**config.mk**
```make
export PLATFORM = sky130hd
export DESIGN_NAME = sensor_frame_packer
export DESIGN_NICKNAME = d
export VERILOG_FILES = /design/src/rtl/sfp_pkg.sv /design/src/rtl/sfp_snapshot.sv /design/src/rtl/sfp_sequencer.sv /design/src/rtl/sfp_byte_mux.sv /design/src/rtl/sensor_frame_packer.sv
export SDC_FILE = /design/constraint.sdc
export NUM_CORES = 1
export LEC_CHECK = 0
export BUFFER_PORTS_ARGS = -buffer_cell sky130_fd_sc_hd__buf_4
export CELL_PAD_IN_SITES_DETAIL_PLACEMENT = 1
export CELL_PAD_IN_SITES_GLOBAL_PLACEMENT = 2
export CORE_ASPECT_RATIO = 1.75
export CORE_MARGIN = 4
export CORE_UTILIZATION = 35
export CTS_CLUSTER_DIAMETER = 40
export DETAILED_ROUTE_END_ITERATION = 10
export PLACE_DENSITY_LB_ADDON = 0.1
export SLEW_MARGIN = 15
export SYNTH_ARGS = -nofsm -noshare
export SYNTH_HDL_FRONTEND = slang
export SYNTH_SLANG_ARGS = --single-unit
```
**constraint.sdc**
```tcl
create_clock -name clk_i -period 2.25 [get_ports clk_i]
set_input_delay 0.45 -clock clk_i [delete_from_list [all_inputs] [get_ports clk_i]]
set_output_delay 0.45 -clock clk_i [all_outputs]
set_load 0.05 [all_outputs]
```
**src/rtl/sfp_pkg.sv**
```systemverilog
package sfp_pkg;
  localparam int unsigned FRAME_LEN = 9;
  localparam int unsigned IDX_W     = $clog2(FRAME_LEN);
  localparam int unsigned RANGE_W   = 16;
  localparam int unsigned AUDIO_W   = 8;
  localparam int unsigned GP_W      = 6;

  localparam logic [IDX_W-1:0] POS_SOF0  = IDX_W'(0);
  localparam logic [IDX_W-1:0] POS_SOF1  = IDX_W'(1);
  localparam logic [IDX_W-1:0] POS_LHI   = IDX_W'(2);
  localparam logic [IDX_W-1:0] POS_LLO   = IDX_W'(3);
  localparam logic [IDX_W-1:0] POS_RHI   = IDX_W'(4);
  localparam logic [IDX_W-1:0] POS_RLO   = IDX_W'(5);
  localparam logic [IDX_W-1:0] POS_AUDIO = IDX_W'(6);
  localparam logic [IDX_W-1:0] POS_STAT  = IDX_W'(7);
  localparam logic [IDX_W-1:0] POS_LAST  = IDX_W'(FRAME_LEN - 1);

  typedef struct packed {
    logic [RANGE_W-1:0] range_left;
    logic [RANGE_W-1:0] range_right;
    logic [AUDIO_W-1:0] audio;
    logic               pres_right;
    logic               pres_left;
    logic [GP_W-1:0]    gp;
  } sample_t;
endpackage

```
**src/rtl/sfp_snapshot.sv**
```systemverilog
module sfp_snapshot
  import sfp_pkg::*;
(
  input  logic    clk_i,
  input  logic    rst_ni,
  input  logic    load_i,
  input  sample_t sample_i,
  output sample_t sample_o
);
  always_ff @(posedge clk_i or negedge rst_ni) begin
    if (!rst_ni)     sample_o <= '0;
    else if (load_i) sample_o <= sample_i;
  end
endmodule

```
**src/rtl/sfp_sequencer.sv**
```systemverilog
module sfp_sequencer
  import sfp_pkg::*;
(
  input  logic             clk_i,
  input  logic             rst_ni,
  input  logic             send_i,
  input  logic             ready_i,
  output logic             active_o,
  output logic             load_o,
  output logic [IDX_W-1:0] idx_o
);
  logic xfer;

  assign load_o = send_i && !active_o;
  assign xfer   = active_o && ready_i;

  always_ff @(posedge clk_i or negedge rst_ni) begin
    if (!rst_ni) begin
      active_o <= 1'b0;
      idx_o    <= '0;
    end else if (load_o) begin
      active_o <= 1'b1;
      idx_o    <= '0;
    end else if (xfer) begin
      if (idx_o == POS_LAST) begin
        active_o <= 1'b0;
        idx_o    <= '0;
      end else begin
        idx_o <= idx_o + 1'b1;
      end
    end
  end

  assert_idx_bound_R2: assert property (@(posedge clk_i) disable iff (!rst_ni)
    active_o |-> idx_o <= POS_LAST);

  assert_stall_hold_R7: assert property (@(posedge clk_i) disable iff (!rst_ni)
    active_o && !ready_i |=> active_o && $stable(idx_o));

  assert_close_R8: assert property (@(posedge clk_i) disable iff (!rst_ni)
    active_o && ready_i && idx_o == POS_LAST |=> !active_o);

  assert_ignore_send_R9: assert property (@(posedge clk_i) disable iff (!rst_ni)
    active_o && send_i && !ready_i |=> active_o && $stable(idx_o));
endmodule

```
**src/rtl/sfp_byte_mux.sv**
```systemverilog
module sfp_byte_mux
  import sfp_pkg::*;
#(
  parameter logic [7:0] SOF0 = 8'h45,
  parameter logic [7:0] SOF1 = 8'h47,
  parameter logic [7:0] EOF  = 8'h59
) (
  input  logic [IDX_W-1:0] idx_i,
  input  sample_t          sample_i,
  output logic [7:0]       byte_o
);
  logic [7:0] status;

  assign status = {sample_i.pres_right, sample_i.pres_left, sample_i.gp};

  always_comb begin
    unique case (idx_i)
      POS_SOF0:  byte_o = SOF0;
      POS_SOF1:  byte_o = SOF1;
      POS_LHI:   byte_o = sample_i.range_left[15:8];
      POS_LLO:   byte_o = sample_i.range_left[7:0];
      POS_RHI:   byte_o = sample_i.range_right[15:8];
      POS_RLO:   byte_o = sample_i.range_right[7:0];
      POS_AUDIO: byte_o = sample_i.audio;
      POS_STAT:  byte_o = status;
      default:   byte_o = EOF;
    endcase
  end
endmodule

```
**src/rtl/sensor_frame_packer.sv**
```systemverilog
module sensor_frame_packer
  import sfp_pkg::*;
#(
  parameter logic [7:0] SOF0 = 8'h45,
  parameter logic [7:0] SOF1 = 8'h47,
  parameter logic [7:0] EOF  = 8'h59
) (
  input  logic        clk_i,
  input  logic        rst_ni,
  input  logic        send_i,
  input  logic [15:0] range_left_i,
  input  logic [15:0] range_right_i,
  input  logic [7:0]  audio_i,
  input  logic        pres_right_i,
  input  logic        pres_left_i,
  input  logic [5:0]  gp_i,
  input  logic        tx_ready_i,
  output logic        tx_valid_o,
  output logic [7:0]  tx_data_o
);
  sample_t          live, held;
  logic             load;
  logic [IDX_W-1:0] idx;

  assign live = '{range_left: range_left_i, range_right: range_right_i,
                  audio: audio_i, pres_right: pres_right_i,
                  pres_left: pres_left_i, gp: gp_i};

  sfp_sequencer u_seq (
    .clk_i(clk_i), .rst_ni(rst_ni), .send_i(send_i), .ready_i(tx_ready_i),
    .active_o(tx_valid_o), .load_o(load), .idx_o(idx)
  );

  sfp_snapshot u_snap (
    .clk_i(clk_i), .rst_ni(rst_ni), .load_i(load),
    .sample_i(live), .sample_o(held)
  );

  sfp_byte_mux #(.SOF0(SOF0), .SOF1(SOF1), .EOF(EOF)) u_mux (
    .idx_i(idx), .sample_i(held), .byte_o(tx_data_o)
  );

  assert_open_sof_R3: assert property (@(posedge clk_i) disable iff (!rst_ni)
    $rose(tx_valid_o) |-> tx_data_o == SOF0);

  assert_hold_data_R7: assert property (@(posedge clk_i) disable iff (!rst_ni)
    tx_valid_o && !tx_ready_i |=> tx_valid_o && $stable(tx_data_o));

  assert_start_R2: assert property (@(posedge clk_i) disable iff (!rst_ni)
    !tx_valid_o && send_i |=> tx_valid_o);
endmodule

```
* Word level (Yosys, flattened, before mapping) *
Index checks and enable logic that the tools add are counted.
W data, S select, Z words.

word-level totals
  output and inout port bits = 9
  flip-flop bits (word level) = 53

cells by class
  reductions and logical operators = 7
  add/sub/neg operators = 1
  eq/ne operators = 8
  mux-type cells = 7

operators with widths
  operator               number
  $pmux W8 S8            1
  $eq A4 B3 Y1 const B   4
  $mux W4                3
  $eq A4 B2 Y1 const B   2
  $add A4 B1 Y4 const B  1
  $eq A4 B1 Y1 const B   1
  $eq A4 B4 Y1 const B   1
  $logic_not A4 Y1       1
  $reduce_bool A2 Y1     2
  $mux W1                3
  $logic_and A1 B1 Y1    2
  $reduce_and A2 Y1      1
  $logic_not A1 Y1       1

* Logic depth before layout (Yosys ltp) *
Gate-level depths: netlist (run 1).

  word-level depth = 4
  mapped depth = 7
  mapped depth without buffers = 6

* By module *
Synthesis (run 1) repeated with hierarchy kept, for this count alone.

second synthesis, totals
  cell total of the unflattened synthesis = 196
  area, all modules = 2,638.8 um^2

by module, submodules not included
  module         instances  area each (um^2)  cells each
  sfp_snapshot   1          1,860.5           101
  sfp_byte_mux   1          506.7             67
  sfp_sequencer  1          271.5             28

* Worst setup path after synthesis (run 1) *
OpenSTA, ideal clock, no wires.

  path kind = reg2out
  from = register u_seq.idx_o[0]
  to = output tx_data_o[7]
  path buffers = 1
  setup slack = -0.500 ns
  arrival = 2.300 ns
  stages on the path, launching flop included = 6
  cell sequence = dfrtp_1 -> inv_1 -> ha_1 -> buf_2 -> a222oi_1 -> a311oi_1

between the ends
  cells in the longest elaborated chain, start to end = 2

ends and longest elaborated chain
  what                                        line                       text
  start, declared                             sfp_sequencer.sv:10        output logic [IDX_W-1:0] idx_o
  start signal, assigned                      sfp_sequencer.sv:29        idx_o <= idx_o + 1'b1;
  $eq A4 B3 Y1, or another cell as far along  sfp_byte_mux.sv:17         unique case (idx_i)
  $pmux W8 S8 (*)                             sfp_byte_mux.sv:17
  end, declared                               sensor_frame_packer.sv:19  output logic [7:0] tx_data_o

Every way passes the cells marked *; elsewhere a longest branch is shown, timed or not.

* Final worst setup path (run 1) *
  from = register u_seq.idx_o[1]
  to = output tx_data_o[2]

Same word-level chain as after synthesis.

==> results of run 1 <==
## cell usage in the layout, fill, tap and decap left out, types with 2 or more instances in the layout
| cell | n |
|---|---|
| buf_4 | 69 |
| dfrtp_1 | 51 |
| mux2_2 | 50 |
| buf_6 | 15 |
| nand2_1 | 13 |
| nor2_1 | 7 |
| a22o_1 | 5 |
| clkbuf_16 | 5 |
| a222oi_1 | 4 |
| a22oi_1 | 4 |
| nand3_1 | 4 |
| ha_4 | 4 |
| nor3b_1 | 3 |
| mux2_1 | 3 |
| o21ai_0 | 3 |
| clkbuf_1 | 3 |
| nor3_1 | 2 |
| mux2i_1 | 2 |
| a21oi_1 | 2 |
| dfrtp_2 | 2 |
## cell families (layout without fill, tap and decap cells)
kind of cell	Yosys count	count (layout)
AO/OA/AOI/OAI	27	27
adder cells (fa/ha/maj)	4	4
buffers and inverters	17	95
flip-flops	53	53
multiplexers	56	56
AND/OR/NAND/NOR	36	36
## sequential cells by signal, summed over array words and instances (netlist names)
name / flops
u_seq.idx_o: 4
u_snap.sample_o: 48
u_seq.active_o: 1
## routing by layer
layer,routed length (um),up-vias
li1,-,861
met1,2450,948
met2,3710,50
met3,248,10
met4,126,0
met5,0,-
## timing repair
item	in CTS	in global routing
buffers inserted	12	5
hold endpoints to repair	0	0
endpoints found under the setup margin	8	8
pin swaps	12	7
gates resized for setup	28	11
hold buffers	0	0
## area by class of cell
cell class | instances | share of cell area, %
flip-flops and latches | 53 | 38.0
multi-input cells | 123 | 34.5
repair buffers | 85 | 20.2
clock buffers | 8 | 3.90
well taps | 84 | 3.01
inverters | 2 | 0.287
## per-stage QoR
step	setup TNS, ns	setup WS, ns	cell area [um2]
2_1_floorplan	0	0.0278	2520
3_3_place_gp	-0.0134	-0.0134	3070
5_1_grt	-1.19	-0.185	3490
3_5_place_dp	-0.0744	-0.0680	3070
6_report	-0.386	-0.0880	3490
4_1_cts	-0.286	-0.0950	3410
## power groups by stage
stage	clock network, mW	registers, mW	logic [mW]
3_3_place_gp	0	1.76	2.34
2_1_floorplan	0	1.60	1.79
3_5_place_dp	0	1.77	2.38
5_1_grt	0.801	1.84	3.17
6_report	0.732	1.78	2.95
4_1_cts	0.765	1.77	2.81
## worst max-delay path by stage
| stage | from | end | slack (ns) | depth (start not counted) |
|---|---|---|---|---|
| after detailed placement | u_seq.idx_o[0] | tx_data_o[1] | -0.07 | 6 |
| after CTS | u_seq.idx_o[1] | tx_data_o[1] | -0.09 | 6 |
| after global routing | u_seq.idx_o[1] | tx_data_o[5] | -0.18 | 7 |
| after global placement | u_seq.idx_o[0] | tx_data_o[1] | -0.01 | 6 |
| after floorplan | u_seq.idx_o[0] | tx_data_o[7] | 0.03 | 5 |
| final | u_seq.idx_o[1] | tx_data_o[2] | -0.09 | 7 |
==> run_results.csv, run 1 <==
group,metric,value,unit
place,placed_cells,330,
worst_setup_path,r2r_slack,0.76,ns
global_route,grt_use_met3,2.85,%
timing,fmax,428,MHz
yosys,synthDistinctLibCells,32,
pwr,p_sw_share,39.4,%
timing,rsz0062_at_grt,"true",
timing,finalSetupViolations,8,
floorplan,io_pins,61,
final_layout,seqCellArea,1330,um2
global_route,overflow,0,
yosys,ys_ff_latch,53,
place,port_buffers,60,
place,dp_hpwl,4560,um
worst_setup_path,crit_chain,"buf_6, ha_4, buf_6, buf_6, a22oi_2, a311oi_4, buf_6",
yosys,synth.yosys.seq_area_share,53.3,%
yosys,syn_avg_cell_area,12.9,um2
floorplan,coreArea,6910,um2
pwr,switchingPower,2.15,mW
yosys,yosysMostFrequentCell,"dfrtp_1",
outcome,outcome,"complete, but fails checks",
clock_network,path_clk_slew,0.07,ns
floorplan,die-area,8570,um2
global_route,grt_pass1_vias,2042,
worst_setup_path,end_kind,"output port",
outcome,violations,"negative setup slack",
global_route,use_met2,28.4,%
clock_network,numClockSinks,53,
timing,worst_pin_slew,0.679,ns
routing,vias,1869,
floorplan,fp.dieH,120,um
hold_path,hp-class,"input port to asynchronous set/reset pin",
final_layout,drive_above_1_share,58.7,%
final_layout,fin_cells,355,
floorplan,die_w,71.7,um
floorplan,start_util,36.0,%
yosys,synth_mux_area_share,25.4,%
clock_network,cts.path.max_buffers,2,
global_route,grt.busiest_layer,"met2",
worst_setup_path,cp.required,1.80,ns
final_layout,fillers,744,
pwr,combPwrFrac,54.0,%
timing,fin_crit_sh,104,%
pwr,leakagePower,1.56,nW
final_layout,areaGrowthSynthToFinish,40.4,%
pwr,p_clk_share,13.4,%
routing,dr.pass1.iters,4,
clock_network,root_buffer,"clkbuf_16",
worst_setup_path,worst-path-buf-inv,4,
global_route,grt_max_degree,54,
clock_network,cts_buffers,5,
final_layout,final_util,50.6,%
yosys,synthFlopType,"dfrtp_1",
timing,finalClockSkew,0.00377,ns
worst_setup_path,crit_family,"buffers and inverters",
yosys,syn_nets,249,
global_route,globalRouteMet1Util,18.9,%
pwr,power,5.47,mW
clock_network,htreeDepth,2,
place,place_congestion,0.702,
routing,drc_errors,0,
yosys,synthArstFlopShare,100,%
run,cap_viol_max_count,0,
worst_setup_path,critical-path-max-stage-delay,0.46,ns
worst_setup_path,critPathArrivalTime,1.89,ns
timing,setup_ws,-0.0880,ns
worst_setup_path,cp-start-kind,"flip-flop",
timing,fin_hold_ws,0.196,ns
routing,drt_wl_total,6530,um
clock_network,cts_tree,"done",
routing,via_per_inst,5.26,
yosys,synth_enable_flop_cells,0,
clock_network,clkLatencyLatePin,0.29,ns
worst_setup_path,crit_top_cell,"buf_6",
yosys,synth_area_leaders,"dfrtp_1 53%, mux2_2 23%, ha_1 2.0%",
routing,ant_nets,0,
yosys,syn_area,2490,um2
routing,drt_iter0_markers,81,
worst_setup_path,reg2reg_from,"u_seq.active_o",
global_route,grt_use_total,15.9,%
timing,slew_headroom,54.7,%
timing,slew_violations,0,
pwr,internal_power,3.31,mW
yosys,synth_top_area_share,53.3,%
final_layout,multi_input_area,1210,um2
global_route,grt_first_pass_wirelength,10600,um
yosys,synth_warnings,0,
worst_setup_path,timing.rr.end,"u_snap.sample_o[8]",
global_route,antenna_found_initial,0,
timing,post-route-min-period,2.34,ns
pwr,power.density,1570,nW/um2
worst_setup_path,r2r_cells,3,
yosys,yosys.area_share.adder,2.01,%
floorplan,rows,40,
worst_setup_path,critPathMaxFanout,6,
worst_setup_path,slowest_stage,"dfrtp_2",
final_layout,nets,326,
yosys,synth_top_family_by_area,"multiplexers",
yosys,synth_largest_area_cell,"dfrtp_1",
yosys,yosys.area_share.xor_xnor,0,%
pwr,pwr-share-seq,32.6,%
yosys,syn_inst,193,
yosys,synth_simple_gate_area_share,6.94,%
timing,hold_viol,0,
yosys,synth_compound_area_share,8.55,%
final_layout,diodes,0,
worst_setup_path,critPathKind,"flip-flop to output port",
yosys,yosys-top-cells-count,"53 x dfrtp_1, 50 x mux2_2, 13 x nand2_1",
routing,wire_per_inst,18.4,um
pwr,peakVddDrop,1.53,mV
Note: power is estimated with default switching activity, not from simulation.
==> run 2, diff against run 1 <==
--- a/config.mk
+++ b/config.mk
@@ -11,6 +11,7 @@
 export CORE_ASPECT_RATIO = 1.75
 export CORE_MARGIN = 4
 export CORE_UTILIZATION = 35
+export CTS_BUF_LIST = sky130_fd_sc_hd__clkbuf_4 sky130_fd_sc_hd__clkbuf_8
 export CTS_CLUSTER_DIAMETER = 40
 export DETAILED_ROUTE_END_ITERATION = 10
 export PLACE_DENSITY_LB_ADDON = 0.1
==> run 2 against run 1 <==
- the run still ends with negative setup slack left
- clock-buffer cell count unchanged
- sequential cell count unchanged
- fmax down 0.79%
- critical path type unchanged
- clock power shrank 24%
- largest power group unchanged
==> run_results.csv, run 2 (synthesis results as in run 1) <==
group,metric,value,unit
final_layout,final_util,49.0,%
timing,slew_headroom,54.1,%
worst_setup_path,r2r_cells,3,
pwr,internal_power,3.06,mW
outcome,violations,"negative setup slack",
floorplan,die_w,71.7,um
global_route,antenna_found_initial,0,
worst_setup_path,critPathArrivalTime,1.91,ns
pwr,pwr-share-seq,34.3,%
clock_network,cts_buffers,5,
place,dp_hpwl,4560,um
run,cap_viol_max_count,0,
final_layout,top_register,"u_snap.sample_o",
pwr,switchingPower,2.06,mW
final_layout,areaGrowthSynthToFinish,36.0,%
worst_setup_path,cp.required,1.80,ns
place,port_buffers,60,
worst_setup_path,critPathMaxFanout,8,
clock_network,ctsHoldBuffers,0,
timing,fmax,424,MHz
routing,via_per_inst,5.23,
clock_network,numClockSinks,53,
timing,worst_pin_slew,0.689,ns
worst_setup_path,r2r_slack,0.76,ns
final_layout,diodes,0,
timing,hold_viol,0,
floorplan,start_util,36.0,%
routing,vias,1835,
clock_network,cts_tree,"done",
routing,ant_nets,0,
pwr,p_sw_share,40.2,%
worst_setup_path,worst-path-buf-inv,3,
timing,finalSetupViolations,8,
routing,drt_iter0_markers,59,
floorplan,coreArea,6910,um2
final_layout,drive_above_1_share,59.9,%
final_layout,nets,322,
timing,post-route-min-period,2.36,ns
routing,drt_wl_total,6350,um
final_layout,fin_cells,351,
global_route,overflow,0,
hold_path,hp-class,"input port to asynchronous set/reset pin",
floorplan,die-area,8570,um2
worst_setup_path,crit_family,"flip-flops",
worst_setup_path,critPathKind,"flip-flop to output port",
worst_setup_path,cp-start-kind,"flip-flop",
timing,rsz0062_at_grt,"true",
clock_network,cts.path.max_buffers,2,
place,place_congestion,0.702,
timing,fin_crit_sh,105,%
global_route,grt_use_total,15.9,%
clock_network,path_clk_slew,0.09,ns
outcome,outcome,"complete, but fails checks",
pwr,combPwrFrac,54.8,%
routing,drc_errors,0,
global_route,grt_pass1_vias,2014,
clock_network,htreeDepth,2,
final_layout,top_regs,"u_snap.sample_o (48), u_seq.idx_o (4), u_seq.active_o (1)",
timing,slew_violations,0,
pwr,p_clk_share,10.8,%
floorplan,rows,40,
floorplan,fp.dieH,120,um
timing,setup_ws,-0.107,ns
global_route,grt_max_degree,54,
worst_setup_path,timing.rr.end,"u_snap.sample_o[8]",
pwr,power,5.13,mW
final_layout,largest_reg_flops,48,
worst_setup_path,critical_path_depth,7,
global_route,grt_first_pass_wirelength,10500,um
pwr,peakVddDrop,1.56,mV
routing,dr.pass1.iters,4,
place,placed_cells,330,
floorplan,io_pins,61,
pwr,power.density,1520,nW/um2
clock_network,root_buffer,"clkbuf_8",
routing,wire_per_inst,18.1,um
worst_setup_path,end_kind,"output port",
timing,finalClockSkew,0.00350,ns
worst_setup_path,crit_chain,"inv_4, ha_4, buf_4, a22o_1, a222oi_1, nor2_1, buf_6",
worst_setup_path,slowest_stage,"dfrtp_2",
pwr,leakagePower,1.51,nW
worst_setup_path,reg2reg_from,"u_seq.active_o",
final_layout,final_cell_mix,"70 x buf_4, 51 x dfrtp_1, 50 x mux2_2, 11 x nand2_1, 10 x buf_6",
final_layout,final_common_cell,"buf_4",
clock_network,clkLatencyLatePin,0.31,ns
worst_setup_path,critical-path-max-stage-delay,0.45,ns
[run 2: cell count changes in the layout (fill, tap and decap cells not counted), moves of 2 or more]
cell       previous run  this run
clkbuf_4              0         3
nand2_2               0         2
clkbuf_8              0         5
buf_6                15        10
clkbuf_16             5         0
clkbuf_1              3         0
nand2_1              13        11
[run 2: power groups by stage]
stage | Sequential [mW] | Clock, mW | Combinational (mW)
final | 1.76 | 0.556 | 2.81
after global routing | 1.82 | 0.627 | 3.03
after CTS | 1.76 | 0.585 | 2.81
after detailed placement | 1.77 | 0 | 2.38
after global placement | 1.76 | 0 | 2.34
after floorplan | 1.60 | 0 | 1.79
[run 2: worst max path at each step]
stage,from,to
after detailed placement,u_seq.idx_o[0],tx_data_o[1]
after floorplan,u_seq.idx_o[0],tx_data_o[7]
after global routing,u_seq.idx_o[0],tx_data_o[5]
final,u_seq.idx_o[1],tx_data_o[5]
after CTS,u_seq.idx_o[0],tx_data_o[5]
after global placement,u_seq.idx_o[0],tx_data_o[1]
[run 2: worst register-to-register path, delay by kind of cell, from the launching register on]
family	cells	cell delay, ns
buffers and inverters	1	0.40
and+or+nand+nor	1	0.13
DFF	1	0.43
muxes	1	0.42
[run 2: per-stage QoR]
step | cell area [um2] | TNS [ns] | worst slack [ns] | hold WS [ns]
after global placement | 3070 | -0.0134 | -0.0134 | 0.486
after CTS | 3370 | -0.584 | -0.117 | 0.198
final | 3380 | -0.390 | -0.107 | 0.175
after detailed placement | 3070 | -0.0744 | -0.0680 | 0.494
after global routing | 3380 | -1.29 | -0.234 | 0.223
after floorplan | 2520 | 0 | 0.0278 | 0.154
[run 2: area by class of cell]
cell class              count  area [um2]
repair buffers             81         658
inverters                   2        10.0
well taps                  84         105
fillers                   757        3520
clock buffers               8        91.3
multi-input cells         123        1190
flip-flops and latches     53        1330
[run 2: layer usage]
layer	part of all wire, %	wire length (um)	track usage, %	vias up
met3	3.7	235	3.35	6
met2	56	3540	27.9	42
met4	1.5	98	5.29	0
li1	-	-	-	852
met1	39	2480	18.9	935
met5	0	0	0	-
[run 2: what timing repair did]
| action | CTS | global route |
|---|---|---|
| gates resized for setup | 29 | 3 |
| buffers inserted | 13 | 0 |
| hold endpoints to repair | 0 | 0 |
| endpoints found under the setup margin | 8 | 8 |
| pin swaps | 12 | 6 |
==> run 3, diff against run 2 <==
--- a/config.mk
+++ b/config.mk
@@ -15,6 +15,7 @@
 export CTS_CLUSTER_DIAMETER = 40
 export DETAILED_ROUTE_END_ITERATION = 10
 export PLACE_DENSITY_LB_ADDON = 0.1
+export SKIP_CTS_REPAIR_TIMING = 1
 export SLEW_MARGIN = 15
 export SYNTH_ARGS = -nofsm -noshare
 export SYNTH_HDL_FRONTEND = slang
==> run 3 against run 2 <==
- utilization grew 0.80 points
- global-route usage is 0.78 points lower
- worst hold slack got worse by 0.0073 ns
- clock-buffer cell count stayed put
- register-to-register slack about the same
- sequential share of layout area decreased by 0.59 points
- final cell count up 0.57%
- the run still ends with negative setup slack left
- worst setup slack worse by 0.039 ns
- non-clock buffer count is 2 higher
- first-iteration DRC count up 20%
- sequential power about the same
- largest power group unchanged
- highest routed layer unchanged
- fmax down 1.6%
==> run_results.csv, run 3 (synthesis results as in run 1) <==
group,metric,value,unit
worst_setup_path,slowest_stage,"dfrtp_2",
worst_setup_path,critPathArrivalTime,1.95,ns
timing,post-route-min-period,2.40,ns
final_layout,final_cell_mix,"66 x buf_4, 50 x mux2_2, 50 x dfrtp_1, 14 x buf_6, 13 x nand2_1",
worst_setup_path,cp-start-kind,"flip-flop",
timing,setup_ws,-0.145,ns
global_route,grt_pass1_vias,1923,
timing,finalClockSkew,0.00461,ns
timing,slew_headroom,54.4,%
global_route,antenna_found_initial,0,
global_route,grt_first_pass_wirelength,9980,um
timing,slew_violations,0,
floorplan,fp.dieH,120,um
routing,drt_wl_total,6530,um
pwr,peakVddDrop,1.64,mV
worst_setup_path,crit_chain,"inv_4, ha_4, a222oi_1, and3_1, nor3_2, buf_6",
floorplan,die-area,8570,um2
global_route,grt_use_total,15.1,%
timing,fmax,418,MHz
routing,vias,1854,
final_layout,top_register,"u_snap.sample_o",
routing,via_per_inst,5.25,
place,port_buffers,60,
worst_setup_path,critPathMaxFanout,8,
worst_setup_path,worst-path-buf-inv,2,
worst_setup_path,timing.rr.end,"u_snap.sample_o[34]",
global_route,use_met2,26.6,%
clock_network,clkLatencyLatePin,0.31,ns
final_layout,largest_reg_flops,48,
routing,drt_iter0_markers,71,
worst_setup_path,r2r_slack,0.76,ns
clock_network,path_clk_slew,0.09,ns
worst_setup_path,r2r_cells,3,
worst_setup_path,crit_path_start,"u_seq.idx_o[1]",
timing,rsz0062_at_grt,"true",
clock_network,cts_tree,"done",
floorplan,start_util,36.0,%
worst_setup_path,cp.required,1.80,ns
timing,worst_pin_slew,0.685,ns
floorplan,rows,40,
pwr,leakagePower,1.53,nW
worst_setup_path,critical-path-max-stage-delay,0.47,ns
pwr,power.density,1540,nW/um2
routing,drc_errors,0,
hold_path,hp-class,"input port to asynchronous set/reset pin",
final_layout,diodes,0,
outcome,violations,"negative setup slack",
clock_network,cts.path.max_buffers,2,
routing,dr.pass1.iters,5,
routing,wire_per_inst,18.5,um
timing,finalSetupViolations,8,
global_route,grt_max_degree,54,
global_route,overflow,0,
worst_setup_path,end_kind,"output port",
timing,hold_viol,0,
floorplan,io_pins,61,
global_route,grt_use_met3,3.19,%
worst_setup_path,reg2reg_from,"u_seq.active_o",
clock_network,numClockSinks,53,
timing,fin_crit_sh,106,%
global_route,grt.busiest_layer,"met2",
clock_network,cts_buffers,5,
place,dp_hpwl,4560,um
clock_network,root_buffer,"clkbuf_8",
worst_setup_path,crit_family,"flip-flops",
run,cap_viol_max_count,0,
timing,tns,-0.702,ns
final_layout,areaGrowthSynthToFinish,38.2,%
floorplan,die_w,71.7,um
final_layout,nets,324,
final_layout,top_regs,"u_snap.sample_o (48), u_seq.idx_o (4), u_seq.active_o (1)",
outcome,outcome,"complete, but fails checks",
final_layout,drive_above_1_share,59.9,%
routing,ant_nets,0,
final_layout,fillers,750,
global_route,globalRouteMet1Util,17.8,%
clock_network,htreeDepth,2,
place,place_congestion,0.702,
pwr,power,5.28,mW
floorplan,coreArea,6910,um2
worst_setup_path,critPathKind,"flip-flop to output port",
final_layout,final_common_cell,"buf_4",
## run 3: changes by cell type in the layout (fill, tap and decap cells not counted), sizes merged
cell	delta
buf	+1
clkbuf	+1
## run 3: final cells by class
type                            instances  area [um2]  share of cell area (%)
Sequential cell                        53        1330                    38.7
Multi-Input combinational cell        123        1200                    35.0
Timing Repair Buffer                   83         696                    20.2
Tap cell                               84         105                    3.06
Inverter                                2        12.5                   0.364
Clock buffer                            8        91.3                    2.66
## run 3: metal layers
metal,vias up,part of all wire (%)
met5,-,0
met4,0,1.9
met3,8,4.4
met2,46,56
met1,945,38
li1,855,-
## run 3: worst max path at each step
stage,to,cells after the start,slack (ns)
2_1_floorplan,tx_data_o[7],5,0.03
4_1_cts,tx_data_o[1],6,-0.43
3_5_place_dp,tx_data_o[1],6,-0.07
6_report,tx_data_o[1],6,-0.15
3_3_place_gp,tx_data_o[1],6,-0.01
5_1_grt,tx_data_o[1],8,-0.25
## run 3: power breakdown
| group | internal [mW] | switching (mW) |
|---|---|---|
| Sequential | 1.41 | 0.367 |
| Combinational | 1.49 | 1.46 |
| Clock | 0.258 | 0.299 |
## run 3: stage by stage
stage | utilization, % | hold WS [ns] | setup WS (ns) | std cells | area [um2]
CTS | 45.7 | 0.198 | -0.428 | 338 | 3160
floorplan | - | 0.154 | 0.0278 | 193 | 2520
finish | 49.8 | 0.168 | -0.145 | 353 | 3440
detailed placement | 44.4 | 0.494 | -0.0680 | 330 | 3070
global placement | 44.4 | 0.486 | -0.0134 | 330 | 3070
global route | 49.8 | 0.223 | -0.248 | 353 | 3440
